<file path="config.mk">
export PLATFORM = sky130hd
export DESIGN_NAME = funnel_shifter
export DESIGN_NICKNAME = d
export VERILOG_FILES = /design/src/rtl/funnel_pkg.sv /design/src/rtl/funnel_ctrl.sv /design/src/rtl/funnel_stage.sv /design/src/rtl/funnel_core.sv /design/src/rtl/funnel_shifter.sv
export SDC_FILE = /design/constraint.sdc
export NUM_CORES = 1
export LEC_CHECK = 0
export BUFFER_PORTS_ARGS = -buffer_cell sky130_fd_sc_hd__buf_4
export CAP_MARGIN = 20
export CORE_ASPECT_RATIO = 0.75
export CORE_MARGIN = 1.5
export CORE_UTILIZATION = 55
export DETAILED_ROUTE_END_ITERATION = 12
export GPL_TIMING_DRIVEN = 0
export PLACE_DENSITY = 0.81
export SLEW_MARGIN = 20
export SYNTH_ARGS = -nofsm -noshare
export SYNTH_HDL_FRONTEND = slang
export SYNTH_SLANG_ARGS = --single-unit
</file>
<file path="constraint.sdc">
create_clock -name vclk -period 8.7
set_input_delay 0.87 -clock vclk [all_inputs]
set_output_delay 0.87 -clock vclk [all_outputs]
set_load 0.1 [all_outputs]
</file>
<file path="src/rtl/funnel_pkg.sv">
package funnel_pkg;

  // Mode code; the numeric values are part of the port contract
  typedef enum logic [1:0] {
    SH_LRIGHT = 2'b00,
    SH_ARIGHT = 2'b01,
    SH_ROTR   = 2'b10,
    SH_LLEFT  = 2'b11
  } shmode_e;

endpackage

</file>
<file path="src/rtl/funnel_ctrl.sv">
module funnel_ctrl
  import funnel_pkg::*;
#(
  parameter int W  = 32,
  parameter int AW = $clog2(W)
) (
  input  logic [W-1:0]  din,
  input  logic [AW-1:0] amt,
  input  shmode_e       mode,
  output logic [W-2:0]  upper,   // top bit of the upper word never reaches the window
  output logic [W-1:0]  lower,
  output logic [AW-1:0] offs
);

  // Left shift by a becomes a right extraction at W-a; a=0 wraps to 0
  function automatic logic [AW-1:0] left_offset(input logic [AW-1:0] a);
    return AW'(W - int'(a));
  endfunction

  always_comb begin
    upper = '0;
    lower = din;
    offs  = amt;
    unique case (mode)
      SH_LRIGHT: begin
        upper = '0;
        lower = din;
      end
      SH_ARIGHT: begin
        upper = {(W-1){din[W-1]}};
        lower = din;
      end
      SH_ROTR: begin
        upper = din[W-2:0];
        lower = din;
      end
      SH_LLEFT: begin
        upper = din[W-2:0];
        // zero amount: offset wraps to 0, so pass din through the lower word
        lower = (amt == '0) ? din : '0;
        offs  = left_offset(amt);
      end
      default: begin
        upper = '0;
        lower = din;
      end
    endcase
  end

endmodule

</file>
<file path="src/rtl/funnel_stage.sv">
module funnel_stage #(
  parameter int IW   = 63,
  parameter int STEP = 1,
  parameter int OW   = IW - STEP
) (
  input  logic [IW-1:0] vin,
  input  logic          sel,
  output logic [OW-1:0] vout
);

  // Move right by STEP or by nothing; the window narrows by STEP each stage
  always_comb vout = sel ? vin[STEP +: OW] : vin[0 +: OW];

endmodule

</file>
<file path="src/rtl/funnel_core.sv">
module funnel_core #(
  parameter int W  = 32,
  parameter int AW = $clog2(W)
) (
  input  logic [W-2:0]  upper,
  input  logic [W-1:0]  lower,
  input  logic [AW-1:0] offs,
  output logic [W-1:0]  win
);

  localparam int CW = 2*W - 1;   // usable width of the concatenation

  logic [CW-1:0] cat;
  assign cat = {upper, lower};

  for (genvar k = 0; k < AW; k++) begin : g_st
    localparam int IW = 2*W - (1 << k);
    localparam int OW = IW - (1 << k);
    logic [IW-1:0] cur;
    logic [OW-1:0] nxt;
    if (k == 0) begin : g_first
      assign cur = cat;
    end else begin : g_next
      assign cur = g_st[k-1].nxt;
    end
    funnel_stage #(.IW(IW), .STEP(1 << k), .OW(OW)) u_stage (
      .vin  (cur),
      .sel  (offs[k]),
      .vout (nxt)
    );
  end

  assign win = g_st[AW-1].nxt;

  always_comb begin
    if (offs == '0) begin
      p_offset_zero_r5: assert (win == lower)
        else $error("zero offset must return the lower word");
    end
  end

endmodule

</file>
<file path="src/rtl/funnel_shifter.sv">
module funnel_shifter
  import funnel_pkg::*;
#(
  parameter int W  = 32,
  parameter int AW = $clog2(W)
) (
  input  logic [W-1:0]  din,
  input  logic [AW-1:0] amt,
  input  logic [1:0]    mode,
  output logic [W-1:0]  dout
);

  shmode_e       mode_e;
  logic [W-2:0]  upper_w;
  logic [W-1:0]  lower_w;
  logic [AW-1:0] offs_w;

  assign mode_e = shmode_e'(mode);

  funnel_ctrl #(.W(W), .AW(AW)) u_ctrl (
    .din   (din),
    .amt   (amt),
    .mode  (mode_e),
    .upper (upper_w),
    .lower (lower_w),
    .offs  (offs_w)
  );

  funnel_core #(.W(W), .AW(AW)) u_core (
    .upper (upper_w),
    .lower (lower_w),
    .offs  (offs_w),
    .win   (dout)
  );

  // Fill masks: positions the shifted data still occupies
  logic [W-1:0] keep_hi;
  logic [W-1:0] keep_lo;
  assign keep_hi = {W{1'b1}} >> amt;
  assign keep_lo = {W{1'b1}} << amt;

  always_comb begin
    if (mode_e == SH_LRIGHT) begin
      p_zero_fill_hi_r1: assert ((dout & ~keep_hi) == '0)
        else $error("logical right fill not zero");
    end
    if (mode_e == SH_ARIGHT && din[W-1]) begin
      p_sign_fill_r2: assert ((dout | keep_hi) == {W{1'b1}})
        else $error("arithmetic right fill not sign");
    end
    if (mode_e == SH_ROTR) begin
      p_ones_kept_r3: assert ($countones(dout) == $countones(din))
        else $error("rotate lost or gained bits");
    end
    if (mode_e == SH_LLEFT) begin
      p_zero_fill_lo_r4: assert ((dout & ~keep_lo) == '0)
        else $error("left shift fill not zero");
    end
    if (amt == '0) begin
      p_pass_through_r5: assert (dout == din)
        else $error("zero amount changed the word");
    end
  end

endmodule

</file>
==> flow_summary.ini <==
[run_status]
status = finished, violations left
violations = design-rule violations

[timing]
tns_ns = 0
fmax_ghz = 0.180
setup_violations = 0
timing.final.hold_violations = 0
tightestPinTransition_ns = 0.921
holdWs_ns = 2.56
relSlewSlack_pct = 38.6
fin_crit_sh_pct = 63.8
rsz0062_at_grt = no
maxSlewViolCount = 0
finalCriticalPeriod_ns = 5.55

[critical_path]
critPathKind = primary input to primary output
setup.worst_path.end = dout[28]
setup.worst_path.end_class = primary output
crit_required_ns = 7.83
cp_max_fo = 10
cp.arrival_ns = 4.68
crit_path_start = amt[0]
startpoint_type = primary input

[final_layout]
nets = 552
drive_above_1_share_pct = 23.4
num-fill-cells = 455
register_area_um2 = 0
antenna_cells = 0
synthToLayoutAreaGrowth_pct = 21.0
clock_buffers = 0
seq_cell_count = 0

[floorplan]
die_h_um = 65.4
initial_core_util_pct = 57.6
ios = 71
core-area_um2 = 4950
fp.dieW_um = 86.2
die-area_um2 = 5630
fp-row-count = 22

[synth]
syn_area_um2 = 2850
ys.warnings.count = 0
synth_cell_types = 55
yosysSeqAreaShare_pct = 0
avgSynthCellArea_um2 = 6.50
syn_nets = 480
syn_inst = 439

[global_routing]
overflow = 0
grt_max_degree = 11
grt_pass1_vias = 4011
grt_usage_pct = 48.5
grt_first_pass_wirelength_um = 21200
antenna_found_initial = 0

[route]
wl_um = 13600
vias_per_cell = 7.75
drt_pass1_iterations = 13
drcViolationCount = 4
vias = 4408
ant_nets = 0
initialDrtViolationCount = 1013
wire_per_inst_um = 23.8

[cts]
ctsResizeCount = 0
cts_setup_buffers = 0
cts_hold_buf = 0

[placement]
gp_congestion = 1.17
hpwl_um = 10500
numPortBuffers = 70

[power]
peakVddDrop_mv = 0.133
p_leak_nw = 1.56
power_density_nw_per_um2 = 175

[min_path]
timing.hold.worst.class = primary input to primary output

[job]
cap_violations = 0
power by group:
part | internal, mW | total (mW) | switching (mW)
registers | 0 | 0 | 0
logic | 0.152 | 0.606 | 0.454
clock network | 0 | 0 | 0
synthesized netlist by cell type, drive strengths merged, types with 2 or more instances:
master,instances,share of area [%]
nand2,78,11
mux2i,57,20
a21oi,40,7.0
nor2,32,4.2
o21ai,29,5.1
buf,26,5.7
o22ai,22,4.8
nand3,19,3.3
mux2,16,6.6
clkbuf,14,1.8
a31oi,11,2.4
o211ai,8,2.1
a211oi,6,1.6
and2,6,1.3
o221ai,6,1.8
a221oi,4,1.2
a22o,4,1.2
a22oi,4,1.1
inv,4,0.53
mux4,4,3.2
nor3,4,0.70
a32oi,3,0.92
and3,3,0.66
and3b,3,1.1
nor2b,3,0.66
xnor2,3,0.92
a21o,2,0.53
a2bb2oi,2,0.61
a311oi,2,0.61
ha,2,0.88
nand2b,2,0.44
nor4,2,0.44
o22a,2,0.61
o2bb2ai,2,0.61
or2,2,0.44
xor2,2,1.3
metrics by stage:
stage                     total power [mW]  worst slack, ns  area (µm²)  utilization, %  cells
after floorplan                      0.442             2.67        2850               -    439
after global placement               0.579             3.47        3450            69.7    569
after detailed placement             0.580             3.45        3450            69.7    569
after CTS                            0.582             3.44        3450            69.7    569
after global routing                 0.620             3.00        3450            69.7    569
final                                0.606             3.15        3450            69.7    569
layout by cell type, fill, tap and decap left out, drive strengths merged, types with 11 or more instances in the layout:
cell    count
nand3      19
a31oi      11
nand2      78
o21ai      29
mux2i      57
a21oi      40
nor2       32
clkbuf     14
o22ai      22
mux2       16
buf        96
worst min path at each step:
stage,cells after the start,start,endpoint
2_1_floorplan,3,amt[4],dout[10]
3_3_place_gp,5,din[31],dout[21]
3_5_place_dp,5,amt[4],dout[18]
4_1_cts,5,amt[4],dout[18]
5_1_grt,5,amt[4],dout[18]
6_report,5,din[31],dout[21]
kinds of logic (layout without fill, tap and decap cells):
kind of cell	after synthesis	after routing	share of synthesized area, %
AO/OA/AOI/OAI	154	154	34.5
XOR/XNOR	5	5	2.19
buffers and inverters	44	114	8.02
AND/OR/NAND/NOR	157	157	24.5
multiplexers	77	77	29.9
adder cells (fa/ha/maj)	2	2	0.877
worst max-delay path, cell delays in order:
cell and delay [ns]:
buf_4 0.12, buf_4 0.19, buf_4 0.22, inv_1 0.11, ha_1 0.21, nor3b_1 0.25
ha_1 0.21, nand3b_1 0.15, clkbuf_1 0.51, nand2_1 0.22, nor2_1 0.13, a21oi_1 0.05
o21ai_0 0.59, o22ai_1 0.29, o2bb2ai_1 0.23, buf_4 0.32
cell type report:
| type | instances | area [µm²] | share of cell area (%) |
|---|---|---|---|
| multi-input combinational | 395 | 2630 | 76.0 |
| timing repair buffer | 70 | 526 | 15.2 |
| buffer | 40 | 214 | 6.19 |
| tap | 60 | 75.1 | 2.17 |
| inverter | 4 | 15.0 | 0.435 |
routing by layer:
metal / vias to the layer above / track usage (%) / wire, µm / part of all wire, %
li1: 1807 / - / - / -
met1: 1949 / 65.1 / 4980 / 37
met2: 530 / 72.1 / 5180 / 38
met3: 122 / 17.2 / 2550 / 19
met4: 0 / 15.9 / 844 / 6.2
met5: - / 0 / 0 / 0
Power figures use the tool's default switching activity.
